$ cat config.mk
export PLATFORM = sky130hd
export DESIGN_NAME = uart_rx_trig
export DESIGN_NICKNAME = d
export VERILOG_FILES = /design/src/rtl/uart_rx_pkg.sv /design/src/rtl/rx_sync.sv /design/src/rtl/rx_frame.sv /design/src/rtl/rx_fifo.sv /design/src/rtl/uart_rx_trig.sv
export SDC_FILE = /design/constraint.sdc
export NUM_CORES = 1
export LEC_CHECK = 0
export ABC_CLOCK_PERIOD_IN_PS = 3400
export CAP_MARGIN = 20
export CORE_ASPECT_RATIO = 1.4
export CORE_MARGIN = 2
export CORE_UTILIZATION = 59
export CTS_BUF_LIST = sky130_fd_sc_hd__clkbuf_16
export DETAILED_ROUTE_END_ITERATION = 8
export GPL_TIMING_DRIVEN = 0
export PLACE_DENSITY = 0.85
export SLEW_MARGIN = 5
export SYNTH_ARGS = -nofsm -noshare
export SYNTH_HDL_FRONTEND = slang
export SYNTH_SLANG_ARGS = --single-unit
$ cat constraint.sdc
create_clock -name clk -period 3.4 [get_ports clk]
set_input_delay 0.51 -clock clk [delete_from_list [all_inputs] [get_ports clk]]
set_output_delay 0.51 -clock clk [all_outputs]
set_load 0.02 [all_outputs]
$ cat src/rtl/uart_rx_pkg.sv
package uart_rx_pkg;

  typedef enum logic [2:0] {
    ST_IDLE,
    ST_START,
    ST_DATA,
    ST_PAR,
    ST_STOP
  } rx_state_e;

  // Queue fill needed to raise the data-ready flag.
  function automatic int trig_level(input logic [1:0] sel);
    case (sel)
      2'd0:    return 1;
      2'd1:    return 2;
      2'd2:    return 4;
      default: return 7;
    endcase
  endfunction

  // Parity bit a sender adds: even mode gives XOR of data, odd inverts it.
  function automatic logic parity_bit(input logic [7:0] d, input logic odd);
    return (^d) ^ odd;
  endfunction

  // Modes 0 and 1 carry a parity bit, 2 and 3 do not.
  function automatic logic parity_on(input logic [1:0] sel);
    return !sel[1];
  endfunction

endpackage

$ cat src/rtl/rx_sync.sv
module rx_sync #(
  parameter int STAGES = 2
) (
  input  logic clk,
  input  logic rst_n,
  input  logic d_async,
  output logic d_sync
);
  logic [STAGES-1:0] chain;

  always_ff @(posedge clk) begin
    if (!rst_n) chain <= '1;
    else        chain <= {chain[STAGES-2:0], d_async};
  end

  assign d_sync = chain[STAGES-1];
endmodule

$ cat src/rtl/rx_frame.sv
module rx_frame
  import uart_rx_pkg::*;
#(
  parameter int DW  = 8,
  parameter int OVS = 16
) (
  input  logic          clk,
  input  logic          rst_n,
  input  logic          tick,
  input  logic          rx_s,
  input  logic          chk_off,
  input  logic [1:0]    par_sel,
  output logic          done,
  output logic [DW-1:0] data,
  output logic          par_bad,
  output logic          stop_bad
);
  localparam int CW = $clog2(OVS);
  localparam int BW = $clog2(DW);
  localparam logic [CW-1:0] CNT_LAST = CW'(OVS - 1);
  localparam logic [CW-1:0] CNT_HALF = CW'(OVS / 2 - 1);
  localparam logic [BW-1:0] BIT_LAST = BW'(DW - 1);

  rx_state_e      state;
  logic [CW-1:0]  cnt;
  logic [BW-1:0]  bitn;
  logic [DW-1:0]  shreg;
  logic           rx_prev;
  logic           par_smp;
  logic           fall;
  logic           mid_bit;

  assign fall    = rx_prev && !rx_s;
  assign mid_bit = tick && (cnt == CNT_LAST);

  always_ff @(posedge clk) begin
    if (!rst_n) begin
      state    <= ST_IDLE;
      cnt      <= '0;
      bitn     <= '0;
      shreg    <= '0;
      rx_prev  <= 1'b1;
      par_smp  <= 1'b0;
      done     <= 1'b0;
      data     <= '0;
      par_bad  <= 1'b0;
      stop_bad <= 1'b0;
    end else begin
      rx_prev <= rx_s;
      done    <= 1'b0;
      case (state)
        ST_IDLE: begin
          if (fall) begin
            state <= ST_START;
            cnt   <= '0;
          end
        end
        ST_START: begin
          if (tick) begin
            if (!chk_off && rx_s) begin
              state <= ST_IDLE;
            end else if (cnt == CNT_HALF) begin
              state <= ST_DATA;
              cnt   <= '0;
              bitn  <= '0;
            end else begin
              cnt <= cnt + 1'b1;
            end
          end
        end
        ST_DATA: begin
          if (mid_bit) begin
            shreg <= {rx_s, shreg[DW-1:1]};
            cnt   <= '0;
            if (bitn == BIT_LAST) state <= parity_on(par_sel) ? ST_PAR : ST_STOP;
            else                  bitn  <= bitn + 1'b1;
          end else if (tick) begin
            cnt <= cnt + 1'b1;
          end
        end
        ST_PAR: begin
          if (mid_bit) begin
            par_smp <= rx_s;
            cnt     <= '0;
            state   <= ST_STOP;
          end else if (tick) begin
            cnt <= cnt + 1'b1;
          end
        end
        ST_STOP: begin
          if (mid_bit) begin
            done     <= 1'b1;
            data     <= shreg;
            par_bad  <= parity_on(par_sel) &&
                        (par_smp != parity_bit(shreg, par_sel[0]));
            stop_bad <= !rx_s;
            cnt      <= '0;
            state    <= ST_IDLE;
          end else if (tick) begin
            cnt <= cnt + 1'b1;
          end
        end
        default: state <= ST_IDLE;
      endcase
    end
  end
endmodule

$ cat src/rtl/rx_fifo.sv
module rx_fifo #(
  parameter int DW    = 8,
  parameter int DEPTH = 8
) (
  input  logic                       clk,
  input  logic                       rst_n,
  input  logic                       clr,
  input  logic                       push,
  input  logic [DW-1:0]              wdata,
  input  logic                       pop,
  output logic [DW-1:0]              rdata,
  output logic [$clog2(DEPTH+1)-1:0] count,
  output logic                       full,
  output logic                       push_ok,
  output logic                       pop_ok
);
  localparam int PW = $clog2(DEPTH);
  localparam int CW = $clog2(DEPTH + 1);
  localparam logic [PW-1:0] PTR_LAST = PW'(DEPTH - 1);

  logic [DW-1:0] mem [DEPTH];
  logic [PW-1:0] wptr, rptr;

  assign full    = (count == CW'(DEPTH));
  assign push_ok = push && !full;
  assign pop_ok  = pop && (count != '0);
  assign rdata   = mem[rptr];

  always_ff @(posedge clk) begin
    if (push_ok && !clr) mem[wptr] <= wdata;
  end

  always_ff @(posedge clk) begin
    if (!rst_n || clr) begin
      wptr  <= '0;
      rptr  <= '0;
      count <= '0;
    end else begin
      if (push_ok) wptr <= (wptr == PTR_LAST) ? '0 : wptr + 1'b1;
      if (pop_ok)  rptr <= (rptr == PTR_LAST) ? '0 : rptr + 1'b1;
      case ({push_ok, pop_ok})
        2'b10:   count <= count + 1'b1;
        2'b01:   count <= count - 1'b1;
        default: count <= count;
      endcase
    end
  end
endmodule

$ cat src/rtl/uart_rx_trig.sv
module uart_rx_trig
  import uart_rx_pkg::*;
#(
  parameter int DW    = 8,
  parameter int DEPTH = 8,
  parameter int OVS   = 16,
  parameter int SYNC  = 2,
  localparam int CNTW = $clog2(DEPTH + 1)
) (
  input  logic            clk,
  input  logic            rst_n,
  input  logic            baud_tick,
  input  logic            rx_in,
  input  logic            start_chk_off,
  input  logic            fifo_clr,
  input  logic [1:0]      trig_sel,
  input  logic [1:0]      par_sel,
  input  logic            rd_en,
  output logic [DW-1:0]   rd_data,
  output logic [CNTW-1:0] fifo_count,
  output logic            rda,
  output logic            parity_err,
  output logic            frame_err,
  output logic            overrun_err
);
  logic          rx_s;
  logic          byte_done;
  logic [DW-1:0] byte_data;
  logic          byte_par_bad;
  logic          byte_stop_bad;
  logic          fifo_full;
  logic          push_evt;
  logic          pop_evt;
  logic          drop_evt;

  rx_sync #(.STAGES(SYNC)) u_sync (
    .clk     (clk),
    .rst_n   (rst_n),
    .d_async (rx_in),
    .d_sync  (rx_s)
  );

  rx_frame #(.DW(DW), .OVS(OVS)) u_frame (
    .clk      (clk),
    .rst_n    (rst_n),
    .tick     (baud_tick),
    .rx_s     (rx_s),
    .chk_off  (start_chk_off),
    .par_sel  (par_sel),
    .done     (byte_done),
    .data     (byte_data),
    .par_bad  (byte_par_bad),
    .stop_bad (byte_stop_bad)
  );

  rx_fifo #(.DW(DW), .DEPTH(DEPTH)) u_fifo (
    .clk     (clk),
    .rst_n   (rst_n),
    .clr     (fifo_clr),
    .push    (byte_done),
    .wdata   (byte_data),
    .pop     (rd_en),
    .rdata   (rd_data),
    .count   (fifo_count),
    .full    (fifo_full),
    .push_ok (push_evt),
    .pop_ok  (pop_evt)
  );

  assign drop_evt = byte_done && fifo_full;
  assign rda      = (int'(fifo_count) >= trig_level(trig_sel));

  always_ff @(posedge clk) begin
    if (!rst_n) begin
      parity_err  <= 1'b0;
      frame_err   <= 1'b0;
      overrun_err <= 1'b0;
    end else begin
      if (byte_done && byte_par_bad)  parity_err  <= 1'b1;
      if (byte_done && byte_stop_bad) frame_err   <= 1'b1;
      if (drop_evt)                   overrun_err <= 1'b1;
    end
  end
endmodule

Word level (Yosys, flattened, before mapping)
Memory sizes are Yosys's and may differ from the RTL's. A register that Yosys moved wholly into a read port is not among the register bits.
Index checks and enable logic that the tools add are counted.
{"block": "totals", "output_inout_bits": 16, "romBits": 0, "latch_bits": 0, "wordCells": 116, "inputBits": 11, "mem_count": 1, "ff_bits": 46, "mem_bits_rw": 64}
{"block": "op_classes", "div": 0, "muxes": 32, "n_addsub": 6, "n_reduce_logical": 32, "magnitude_cmp": 1, "eq_ne": 26, "n_mul": 0, "shift": 0, "n_bitwise": 1}
{"memory": "u_fifo.mem", "depth": 8, "word_bits": 8, "rd": 1, "rd_ports_with_merged_regs": 1, "write_ports": 1, "line": "rx_fifo.sv:21", "text": "logic [DW-1:0] mem [DEPTH];"}
{"op": "3-bit two-way mux", "count": 18}
{"op": "5-bit by 32-bit greater-or-equal comparator with 1-bit output", "count": 1}
{"op": "4-bit two-way mux", "count": 6}
{"op": "3-bit one-hot mux with 5 select lines", "count": 1}
{"op": "3-bit equality test, second input constant", "count": 4}
{"op": "2-bit by 1-bit inequality test with 1-bit output, second input constant", "count": 6}
{"op": "4-bit one-hot mux with 3 select lines", "count": 1}
{"op": "1-bit logical AND", "count": 10}
{"op": "3-bit by 1-bit adder with 3-bit output, second input constant", "count": 3}
{"op": "3-bit one-hot mux with 3 select lines", "count": 1}
{"op": "4-bit by 1-bit adder with 4-bit output, second input constant", "count": 2}
{"op": "4-bit equality test, second input constant", "count": 2}
{"op": "4-bit one-hot mux with 2 select lines", "count": 1}
{"op": "2-bit AND reduction", "count": 4}
{"op": "8-bit parity", "count": 1}
{"op": "7-bit AND reduction", "count": 1}
{"op": "3-bit by 2-bit equality test with 1-bit output, second input constant", "count": 2}
{"op": "1-bit zero test", "count": 6}
{"op": "2-bit inequality test, second input constant", "count": 3}
{"op": "3-bit by 1-bit inequality test with 1-bit output, second input constant", "count": 2}
{"op": "3-bit one-hot mux with 2 select lines", "count": 1}
{"op": "6-bit AND reduction", "count": 1}
{"op": "5-bit AND reduction", "count": 1}
{"op": "2-bit by 1-bit equality test with 1-bit output, second input constant", "count": 2}
{"op": "14 further kinds", "count": 18}

Depth between registers and ports, before layout
Gate-level depths: netlist (run 1).
{"block": "logic_depth", "ltp_word": 6, "depth_mapped": 10, "mapped_depth_nobuf": 10}

By module
A second synthesis (run 1) with hierarchy kept.
{"block": "unflattened", "hier_cells": 369, "hier_area_um2": 4840.9}
{"module": "rx_fifo", "seq_area_each_um2": 2182.1, "n_inst": 1, "area_each_um2": 3108.0, "cells_each": 174}
{"module": "rx_frame", "seq_area_each_um2": 620.6, "n_inst": 1, "area_each_um2": 1465.2, "cells_each": 167}
{"module": "uart_rx_trig", "seq_area_each_um2": 60.1, "n_inst": 1, "area_each_um2": 215.2, "cells_each": 24}
{"module": "rx_sync", "seq_area_each_um2": 40.0, "n_inst": 1, "area_each_um2": 52.6, "cells_each": 4}

Worst setup path before layout (run 1)
OpenSTA, ideal clock, no wires.
{"block": "synth_timing", "path_kind": "register -> register", "start": "register u_fifo.count[1]", "end": "register u_fifo.count[2]", "path_stages_with_launch": 11, "setup_ps": 71, "setup_slack_ps": 759, "path_buffers": 0, "t_arrival_ps": 2570, "required_ps": 3329, "period_less_slack_ps": 2641, "cell_sequence": "dfxtp_1 > or3_1 > o21ai_0 > inv_1 > ha_1 > xor2_1 > ha_1 > a21oi_1 > xor2_1 > or3_1 > a21oi_1"}
{"block": "synth_between", "elab_chain_cells": 5, "word_cells_on_any_way": 11, "cone_classes": "2 x add/sub; 3 x eq/ne; 1 x mux; 5 x reduce/logical"}
{"element": "start: declaration", "line": "rx_fifo.sv:12", "text": "output logic [$clog2(DEPTH+1)-1:0] count,"}
{"element": "start signal: assignment", "line": "rx_fifo.sv:42", "text": "2'b10: count <= count + 1'b1;"}
{"element": "start signal: assignment", "line": "rx_fifo.sv:43", "text": "2'b01: count <= count - 1'b1;"}
{"element": "start signal: assignment", "line": "rx_fifo.sv:44", "text": "default: count <= count;"}
{"element": "4-bit equality test", "line": "rx_fifo.sv:24", "text": "assign full = (count == CW'(DEPTH));"}
{"element": "1-bit zero test", "line": "rx_fifo.sv:25", "text": "assign push_ok = push && !full;"}
{"element": "1-bit logical AND", "line": "rx_fifo.sv:25"}
{"element": "2-bit by 1-bit equality test with 1-bit output or 2-bit equality test (tied branches)", "line": "rx_fifo.sv:41", "text": "case ({push_ok, pop_ok})"}
{"element": "4-bit one-hot mux with 2 select lines or 2-bit nonzero test (tied branches)"}
Parallel ways exist; a longest one is shown, timed or not.
A chain may end at the register's enable or synchronous reset.

==> results of run 1 <==
## layout make-up
cell class | count | area [sq um] | area share (%)
buffer | 13 | 71.3 | 1.23
clock buffer | 17 | 425 | 7.33
clock inverter | 15 | 108 | 1.85
inverter | 10 | 37.5 | 0.647
multi-input combinational | 227 | 1850 | 31.9
sequential | 113 | 2900 | 50.0
tap | 102 | 128 | 2.20
timing repair buffer | 28 | 278 | 4.79
## logic make-up (layout without fill, tap and decap cells)
logic type / after synthesis / in the layout / synth area share (%)
adder cells (fa/ha/maj): 16 / 16 / 4.12
buffers and inverters: 23 / 83 / 2.16
flip-flops: 113 / 113 / 59.7
AND/OR/NAND/NOR: 107 / 107 / 11.1
AO/OA/AOI/OAI: 49 / 49 / 7.33
XOR/XNOR: 12 / 12 / 2.44
multiplexers: 43 / 43 / 13.2
## routing by layer
layer  vias to the layer above  share of wire (%)
met1                      1460                 38
met2                        77                 56
met3                        21                3.4
li1                       1450                  -
met4                         0                2.8
met5                         -                  0
## cells in the final DEF (no fill, tap or decap), types with 5 or more instances in the layout
master and count:
mux4_2 16, edfxtp_1 64, inv_1 9, clkdlybuf4s50_1 25
nor3_1 5, a21oi_1 22, nand2b_1 10, clkbuf_16 17
nand2_1 23, xnor2_1 7, o21ai_0 5, or3_1 7
mux2i_1 19, ha_1 16, nor2_1 40, mux2_2 8
dfxtp_1 49
## timing repair
action,4_1_cts,5_1_grt
setup endpoints to repair,7,3
gates resized for setup,1,2
hold buffers,0,0
buffers inserted,0,0
## state kept, by name, indices dropped and copies added, names as in the netlist, named ones only
register / flops
overrun_err: 1
u_frame.data: 8
u_frame.cnt: 4
parity_err: 1
u_fifo.wptr: 3
u_frame.shreg: 8
u_frame.bitn: 3
u_frame.rx_prev: 1
u_fifo.mem: 64
frame_err: 1
u_frame.state: 3
u_fifo.rptr: 3
u_sync.chain: 2
u_frame.par_bad: 1
u_frame.par_smp: 1
u_frame.done: 1
u_fifo.count: 4
u_frame.stop_bad: 1
## per-stage QoR
step,std cells,area (sq um),total power [mW]
final,525,5800,3.12
after CTS,525,5800,3.13
after detailed placement,493,5270,1.57
after floorplan,363,4860,1.54
after global placement,491,5250,1.57
after global routing,525,5800,3.19
## synth_stat cells, types with 7 or more instances
cell / number / share of area (%)
dfxtp_1: 49 / 20
mux2_2: 8 / 1.9
inv_1: 9 / 0.69
nor2_1: 40 / 3.1
edfxtp_1: 64 / 40
nand2b_1: 10 / 1.3
ha_1: 16 / 4.1
mux4_2: 16 / 7.4
xnor2_1: 7 / 1.3
nand2_1: 23 / 1.8
a21oi_1: 22 / 2.3
mux2i_1: 19 / 3.9
or3_1: 7 / 0.90
## power breakdown
group / switching [mW] / internal (mW)
clock: 0.638 / 0.934
combinational: 0.0559 / 0.0465
sequential: 0.00663 / 1.43
## critical path: cells and delay by family, from the launching register on
family	cells	cell delay [ps]
buffers and inverters	3	1130
muxes	2	850
DFF	1	300
## worst paths after layout
check	to	start	slack, ps	cells past startpoint
setup / recovery	rd_data[1]	flip-flop	200	5
hold / removal	u_sync.chain[1]	u_sync.chain[0]	410	1
setup reg to reg	u_fifo.count[2]	u_fifo.count[1]	530	10
hold reg to reg	u_sync.chain[1]	u_sync.chain[0]	410	1
==> results.cfg, run 1 <==
[global_route]
gr-total-overflow = 0
grtUsageMet1_pct = 25.7
top_usage_layer = met2
track_usage_pct = 23.8
grt_first_pass_wirelength_microns = 15600
grt_max_degree = 17
grt_pass1_vias = 3093
grt_use_met2_pct = 42.9
grtUsageMet3_pct = 6.16
antenna_found_initial = 0

[critical_path]
worstSetupPathType = flip-flop to output pin
end_kind = output pin
crit_chain = buf_2 > clkbuf_4 > mux4_2 > mux2_2 > clkdlybuf4s50_1
max_stage_delay_ps = 560
start_kind = flip-flop
critical_path.max_fanout = 10
slowest_stage = mux4_2
crit_arrival_ps = 2690
worstPathRequired_ps = 2890

[floorplan]
ios = 27
die-area_sq_um = 8990
start_util_pct = 60.0
die_y_microns = 111
die_x_microns = 80.7
rows = 39
core-area_sq_um = 8100

[final_layout]
fillers = 553
layout.nets = 437
drive_gt1_share_pct = 18.9
fin_util_pct = 71.7
antenna_cells = 0
area_growth_pct = 19.4

[placement]
port_buffers = 26
detailed_place_hpwl_microns = 6330
place_ws_ps = 107
place_congestion = 0.831

[synth]
synth_cell_type_count = 50
synth_cells = 363
ys_dominant_reg_cell = edfxtp_1
ys_seq_elements = 113
synth_edf_count = 64
syn_nets = 390
yosysWarningCount = 0
netlist_area_sq_um = 4860
syn_avg_cell_area_sq_um = 13.4
seq_area_frac_synth_pct = 59.7
synth_async_sr_flop_share_pct = 0

[sta]
timing.final.crit_share_pct = 94.1
setup_violations = 0
fmax_ghz = 0.313
fin_setup_tns_ps = 0
finalHoldViolCount = 0
min_period_ps = 3200
setup_ws_ps = 202
hold_ws_ps = 413
worstMarginPinSlew_ps = 894
finalClockSkew_ps = 5.52
slew_headroom_pct = 40.2
timing.final.max_slew_violations = 0
rsz0062_at_grt = no

[clock_network]
cts.sinks = 113
clk_latency_ps = 410
clock_tree.root_cell = clkbuf_16
tritoncts = built
htree_levels = 4
cts_made_buffers = 17
clockBufferDepth = 2
path_clk_slew_ps = 60

[drt]
drtAntennaViolNets = 0
routed_wl_microns = 9600
drt_iter0_drc = 143
firstDrtPassIters = 4
vias = 3008
remaining_drc_errors = 0
routedWlPerCell_microns = 18.3
viasPerCell = 5.73

[power]
power_density_nw_per_um2 = 537
p_leak_nw = 2.21
ir_drop_mv = 0.450

[hold_path]
hold_class = flip-flop to flip-flop

[run_status]
status = finished clean

[run]
drv_cap = 0
Note: power is estimated with default switching activity, not from simulation.
==> run 2, diff against run 1 <==
SETUP_SLACK_MARGIN = 0.2   (was not set)
==> run 2 against run 1 <==
Against the previous run: sequential share of layout area about the same; final cell count unchanged; largest power group unchanged; largest cell class unchanged; global-route usage is the same; combinational power barely moved; die area unchanged; wire length down 0.42%; first-iteration DRC count increased by 20%; critical path type is now primary input to output pin; via count decreased by 0.57%.
==> results.cfg, run 2 (same netlist as run 1, synthesis figures left out) <==
[run_status]
status = finished clean

[drt]
vias = 2991
routedWlPerCell_microns = 18.2
drt_iter0_drc = 171
drtAntennaViolNets = 0
routed_wl_microns = 9560
firstDrtPassIters = 4
viasPerCell = 5.70
remaining_drc_errors = 0

[sta]
setup_violations = 0
finalHoldViolCount = 0
worstMarginPinSlew_ps = 894
finalClockSkew_ps = 6.31
rsz0062_at_grt = no
fin_setup_tns_ps = 0
fmax_ghz = 0.327
slew_headroom_pct = 40.2
min_period_ps = 3060
setup_ws_ps = 341
timing.final.crit_share_pct = 90.0
timing.final.max_slew_violations = 0

[critical_path]
slowest_stage = clkdlybuf4s50_1
max_stage_delay_ps = 510
worstPathRequired_ps = 2890
crit_chain = clkdlybuf4s50_1 > inv_1 > ha_1 > ha_1 > nand2b_1 > a21o_1 > a211o_1 > dlygate4sd2_1
worst-path-buf-inv = 3
crit_arrival_ps = 2550
rrSetupSlack_ps = 500
end_kind = output pin
worstSetupPathType = primary input to output pin
start_kind = primary input
cpMostUsedCell = ha_1
critical_path.max_fanout = 3
cp_top_family = buffers and inverters

[floorplan]
die_y_microns = 111
start_util_pct = 60.0
core-area_sq_um = 8100
die-area_sq_um = 8990
die_x_microns = 80.7
ios = 27
rows = 39

[final_layout]
final_common_cell = edfxtp_1
antenna_cells = 0
drive_gt1_share_pct = 19.1
mostFrequentLayoutCells = edfxtp_1, dfxtp_1, nor2_1
fillers = 554
top_register = u_fifo.mem
area_growth_pct = 19.5
layout.nets = 437
top_regs = u_fifo.mem x64, u_frame.data x8, u_frame.shreg x8
largest_reg_flops = 64

[global_route]
top_usage_layer = met2
track_usage_pct = 23.8
antenna_found_initial = 0
grt_first_pass_wirelength_microns = 15600
grt_use_met2_pct = 42.9
grtUsageMet1_pct = 25.7
grt_pass1_vias = 3093
grtUsageMet3_pct = 6.16
grt_max_degree = 17
gr-total-overflow = 0

[clock_network]
cts.sinks = 113
clock_tree.root_cell = clkbuf_16
postCtsSetupBuffers = 0
clockBufferDepth = 2
tritoncts = built
path_clk_slew_ps = 60
cts_hold_buf = 0
clk_latency_ps = 410
cts_made_buffers = 17
htree_levels = 4

[power]
p_leak_nw = 2.21
ir_drop_mv = 0.449
power_density_nw_per_um2 = 535

[hold_path]
hold_class = flip-flop to flip-flop

[placement]
place_ws_ps = 107
place_congestion = 0.831
detailed_place_hpwl_microns = 6330
port_buffers = 26

[run]
drv_cap = 0
run 2: cell types whose count changed in the layout (fill, tap and decap cells not counted):
cell and delta:
buf_1 -1, buf_2 -1, buf_6 +1, clkbuf_2 +1, dlygate4sd2_1 +1, dlymetal6s2s_1 -1
run 2: timing repair:
item / in CTS / in global routing
gates resized for setup: 3 / 3
endpoints found under the setup margin: 9 / 8
gates cloned: 0 / 0
pin swaps: 0 / 0
run 2: through the flow:
step	hold slack (ps)	util (%)	power, mW	instances	cell area [sq um]
6_report	413	71.7	3.11	525	5810
5_1_grt	432	71.7	3.19	525	5810
4_1_cts	426	71.6	3.13	525	5800
3_5_place_dp	405	65.0	1.57	493	5270
3_3_place_gp	391	64.8	1.57	491	5250
2_1_floorplan	386	-	1.54	363	4860
run 2: area by class of cell:
cell class | count | area (sq um) | share of cell area (%)
multi-input combinational | 227 | 1850 | 31.9
clock inverter | 15 | 108 | 1.85
tap | 102 | 128 | 2.20
inverter | 10 | 37.5 | 0.646
timing repair buffer | 28 | 274 | 4.72
buffer | 13 | 78.8 | 1.36
sequential | 113 | 2900 | 50.0
clock buffer | 17 | 425 | 7.32
run 2: path summary, 6_finish.rpt:
path                endpoint            start  cells after the start
max                      rda      trig_sel[0]                      8
min          u_sync.chain[1]  u_sync.chain[0]                      1
max reg2reg  u_fifo.count[2]  u_fifo.count[1]                     10
min reg2reg  u_sync.chain[1]  u_sync.chain[0]                      1
run 2: worst reg2reg max path, cell delays in order (launching register included):
cell and delay, ps:
dfxtp_1 390, or3_1 440, o21ai_0 470, inv_1 170, ha_1 310, xor2_1 180, ha_1 190, a21oi_1 150
xor2_1 90, or3_1 310, a21oi_1 130
run 2: power breakdown:
| group | internal, mW | switching, mW |
|---|---|---|
| clock | 0.935 | 0.633 |
| combinational | 0.0459 | 0.0558 |
| sequential | 1.43 | 0.00658 |
| total | 2.41 | 0.696 |
run 2: metal layers:
metal / wire, microns / part of all wire, %
met5: 0 / 0
met4: 224 / 2.3
met3: 383 / 4.0
met2: 5430 / 57
met1: 3520 / 37
==> run 3, diff against run 2 <==
ABC_AREA = 1   (was not set)
==> run 3 against run 2 <==
Against the previous run: combinational power rose to 4.0 times the previous value; area after synthesis up 0.75%; via count up 29%; wire length up 17%; sequential share of layout area down 0.17 points; clock skew up 1.2 ps; register-to-register slack better by 480 ps; synthesized cell count up 43%; flip-flop and latch count unchanged; critical path depth down 1; clock power up 3%; critical endpoint is now rd_data[6].
==> results.cfg, run 3 <==
[synth]
yosys.area.top_type_share_pct = 39.2
netlist_area_sq_um = 4900
yosys.area.top_type = edfxtp_1
seq_area_frac_synth_pct = 59.3
synth_edf_count = 64
synth_async_sr_flop_share_pct = 0
ys_seq_elements = 113
synth_common_cells = nor2_1, edfxtp_1, nand2_1, o21ai_0, dfxtp_1
syn_nets = 546
yosysWarningCount = 0
ys_top_cells_by_area = edfxtp_1, dfxtp_1, nor2_1
ys_dominant_reg_cell = edfxtp_1
syn_avg_cell_area_sq_um = 9.44
synth_most_common_cell = nor2_1
synth_cell_type_count = 34
synth_cells = 519

[placement]
detailed_place_hpwl_microns = 7500
place_congestion = 0.891
dp.cells = 647
port_buffers = 26

[clock_network]
postCtsSetupBuffers = 0
cts_made_buffers = 17
tritoncts = built
clockBufferDepth = 2
cts_hold_buf = 0
htree_levels = 4
cts.sinks = 113
path_clk_slew_ps = 50
clock_tree.root_cell = clkbuf_16
clk_latency_ps = 410

[floorplan]
start_util_pct = 60.5
rows = 39
die-area_sq_um = 9060
core-area_sq_um = 8100
die_x_microns = 81.0
die_y_microns = 112
ios = 27

[final_layout]
largest_reg_flops = 64
drive_gt1_share_pct = 8.49
layout.area.seq_sq_um = 2900
mostFrequentLayoutCells = nor2_1, edfxtp_1, nand2_1
layout.nets = 591
fin_cells = 679
top_regs = u_fifo.mem x64, u_frame.data x8, u_frame.shreg x8
area_growth_pct = 19.0
top_register = u_fifo.mem
fin_util_pct = 71.9
fillers = 614
multi_input_area_sq_um = 1760
final_common_cell = nor2_1
antenna_cells = 0

[drt]
firstDrtPassIters = 6
viasPerCell = 5.70
remaining_drc_errors = 0
drtAntennaViolNets = 0
routed_wl_microns = 11200
drt_iter0_drc = 230
vias = 3868
routedWlPerCell_microns = 16.4

[power]
netSwitchingFraction_pct = 24.8
power_frac_clock_pct = 45.7
comb_power_share_pct = 11.6
report.power.total_mw = 3.51
internal-power_mw = 2.64
seq_power_share_pct = 42.6
power_density_nw_per_um2 = 602
p_leak_nw = 2.23
switching_power_uw = 871
ir_drop_mv = 0.433

[sta]
timing.final.crit_share_pct = 90.8
fmax_ghz = 0.324
finalClockSkew_ps = 7.52
rsz0062_at_grt = yes
worstMarginPinSlew_ps = 855
finalHoldViolCount = 0
setup_violations = 0
fin_setup_tns_ps = 0
min_period_ps = 3090
timing.final.max_slew_violations = 0
slew_headroom_pct = 42.8

[critical_path]
r2r-end = u_fifo.mem[6][5]
worstPathRequired_ps = 2890
rr_startpoint = u_fifo.count[1]
reg2reg_depth = 6
worstSetupPathType = flip-flop to output pin
start_kind = flip-flop
rrSetupSlack_ps = 980
critical_path.max_fanout = 10
crit_arrival_ps = 2580
end_kind = output pin

[run_status]
status = finished clean

[global_route]
grt_max_degree = 17
grt_pass1_vias = 3847
gr-total-overflow = 0
track_usage_pct = 26.8
antenna_found_initial = 0
grt_first_pass_wirelength_microns = 18000

[hold_path]
hp-start = u_sync.chain[0]
hold_class = flip-flop to flip-flop
holdPathStages = 1
holdPathEnd = u_sync.chain[1]

[run]
drv_cap = 0
==> run 3: logic make-up after synthesis <==
group,Yosys count,share of synthesized area (%)
adders and majority gates,16,4.09
buffers and inverters,60,4.88
and+or+nand+nor,198,16.7
DFF,113,59.3
xor gates and xnor gates,7,1.25
AOI/OAI and AO/OA,125,13.8
==> run 3: layer usage <==
layer | global-route usage (%) | wire (microns)
met1 | 27.3 | 4080
met2 | 49.1 | 6250
met3 | 6.89 | 501
met4 | 12.7 | 316
met5 | 0 | 0
==> run 3: worst max path at each step <==
stage,startpoint,cells after the start,to
after floorplan,u_fifo.count[2],12,u_fifo.count[2]
after global placement,trig_sel[0],9,rda
after detailed placement,trig_sel[0],9,rda
after CTS,flip-flop,6,rd_data[6]
after global routing,flip-flop,7,rd_data[6]
final,flip-flop,7,rd_data[6]
==> run 3: final cells by class <==
class / count / share of cell area (%)
Sequential cell: 113 / 49.8
Clock buffer: 17 / 7.30
Tap cell: 102 / 2.19
Timing Repair Buffer: 26 / 4.47
Inverter: 46 / 2.98
Multi-Input combinational cell: 346 / 30.1
Clock inverter: 15 / 1.93
Buffer: 14 / 1.18
==> run 3: worst max-delay path, cell delays in order, from the launching register on <==
cell and delay, ps:
dfxtp_1 360, inv_1 160, clkbuf_1 440, nor2_1 80, o22ai_1 240, nor2_1 70, a31oi_1 180, clkdlybuf4s50_1 640
==> run 3: power by group through the flow <==
stage	clock (mW)	combinational [mW]	sequential, mW
final	1.61	0.408	1.50
after CTS	1.61	0.408	1.50
after global placement	0	0.390	1.52
after global routing	1.68	0.462	1.50
after floorplan	0	0.315	1.51
after detailed placement	0	0.401	1.52
==> run 3: repair_timing <==
item / CTS / global route
pin swaps: 0 / 0
endpoints found under the setup margin: 2 / 3
resized for setup: 1 / 4
==> run 3: through the flow <==
stage          area, sq um  setup WS [ps]  hold slack, ps
2_1_floorplan         4900           1280             393
3_3_place_gp          5290            366             397
3_5_place_dp          5290            325             410
4_1_cts               5830            217             422
5_1_grt               5830            198             448
6_report              5830            312             427
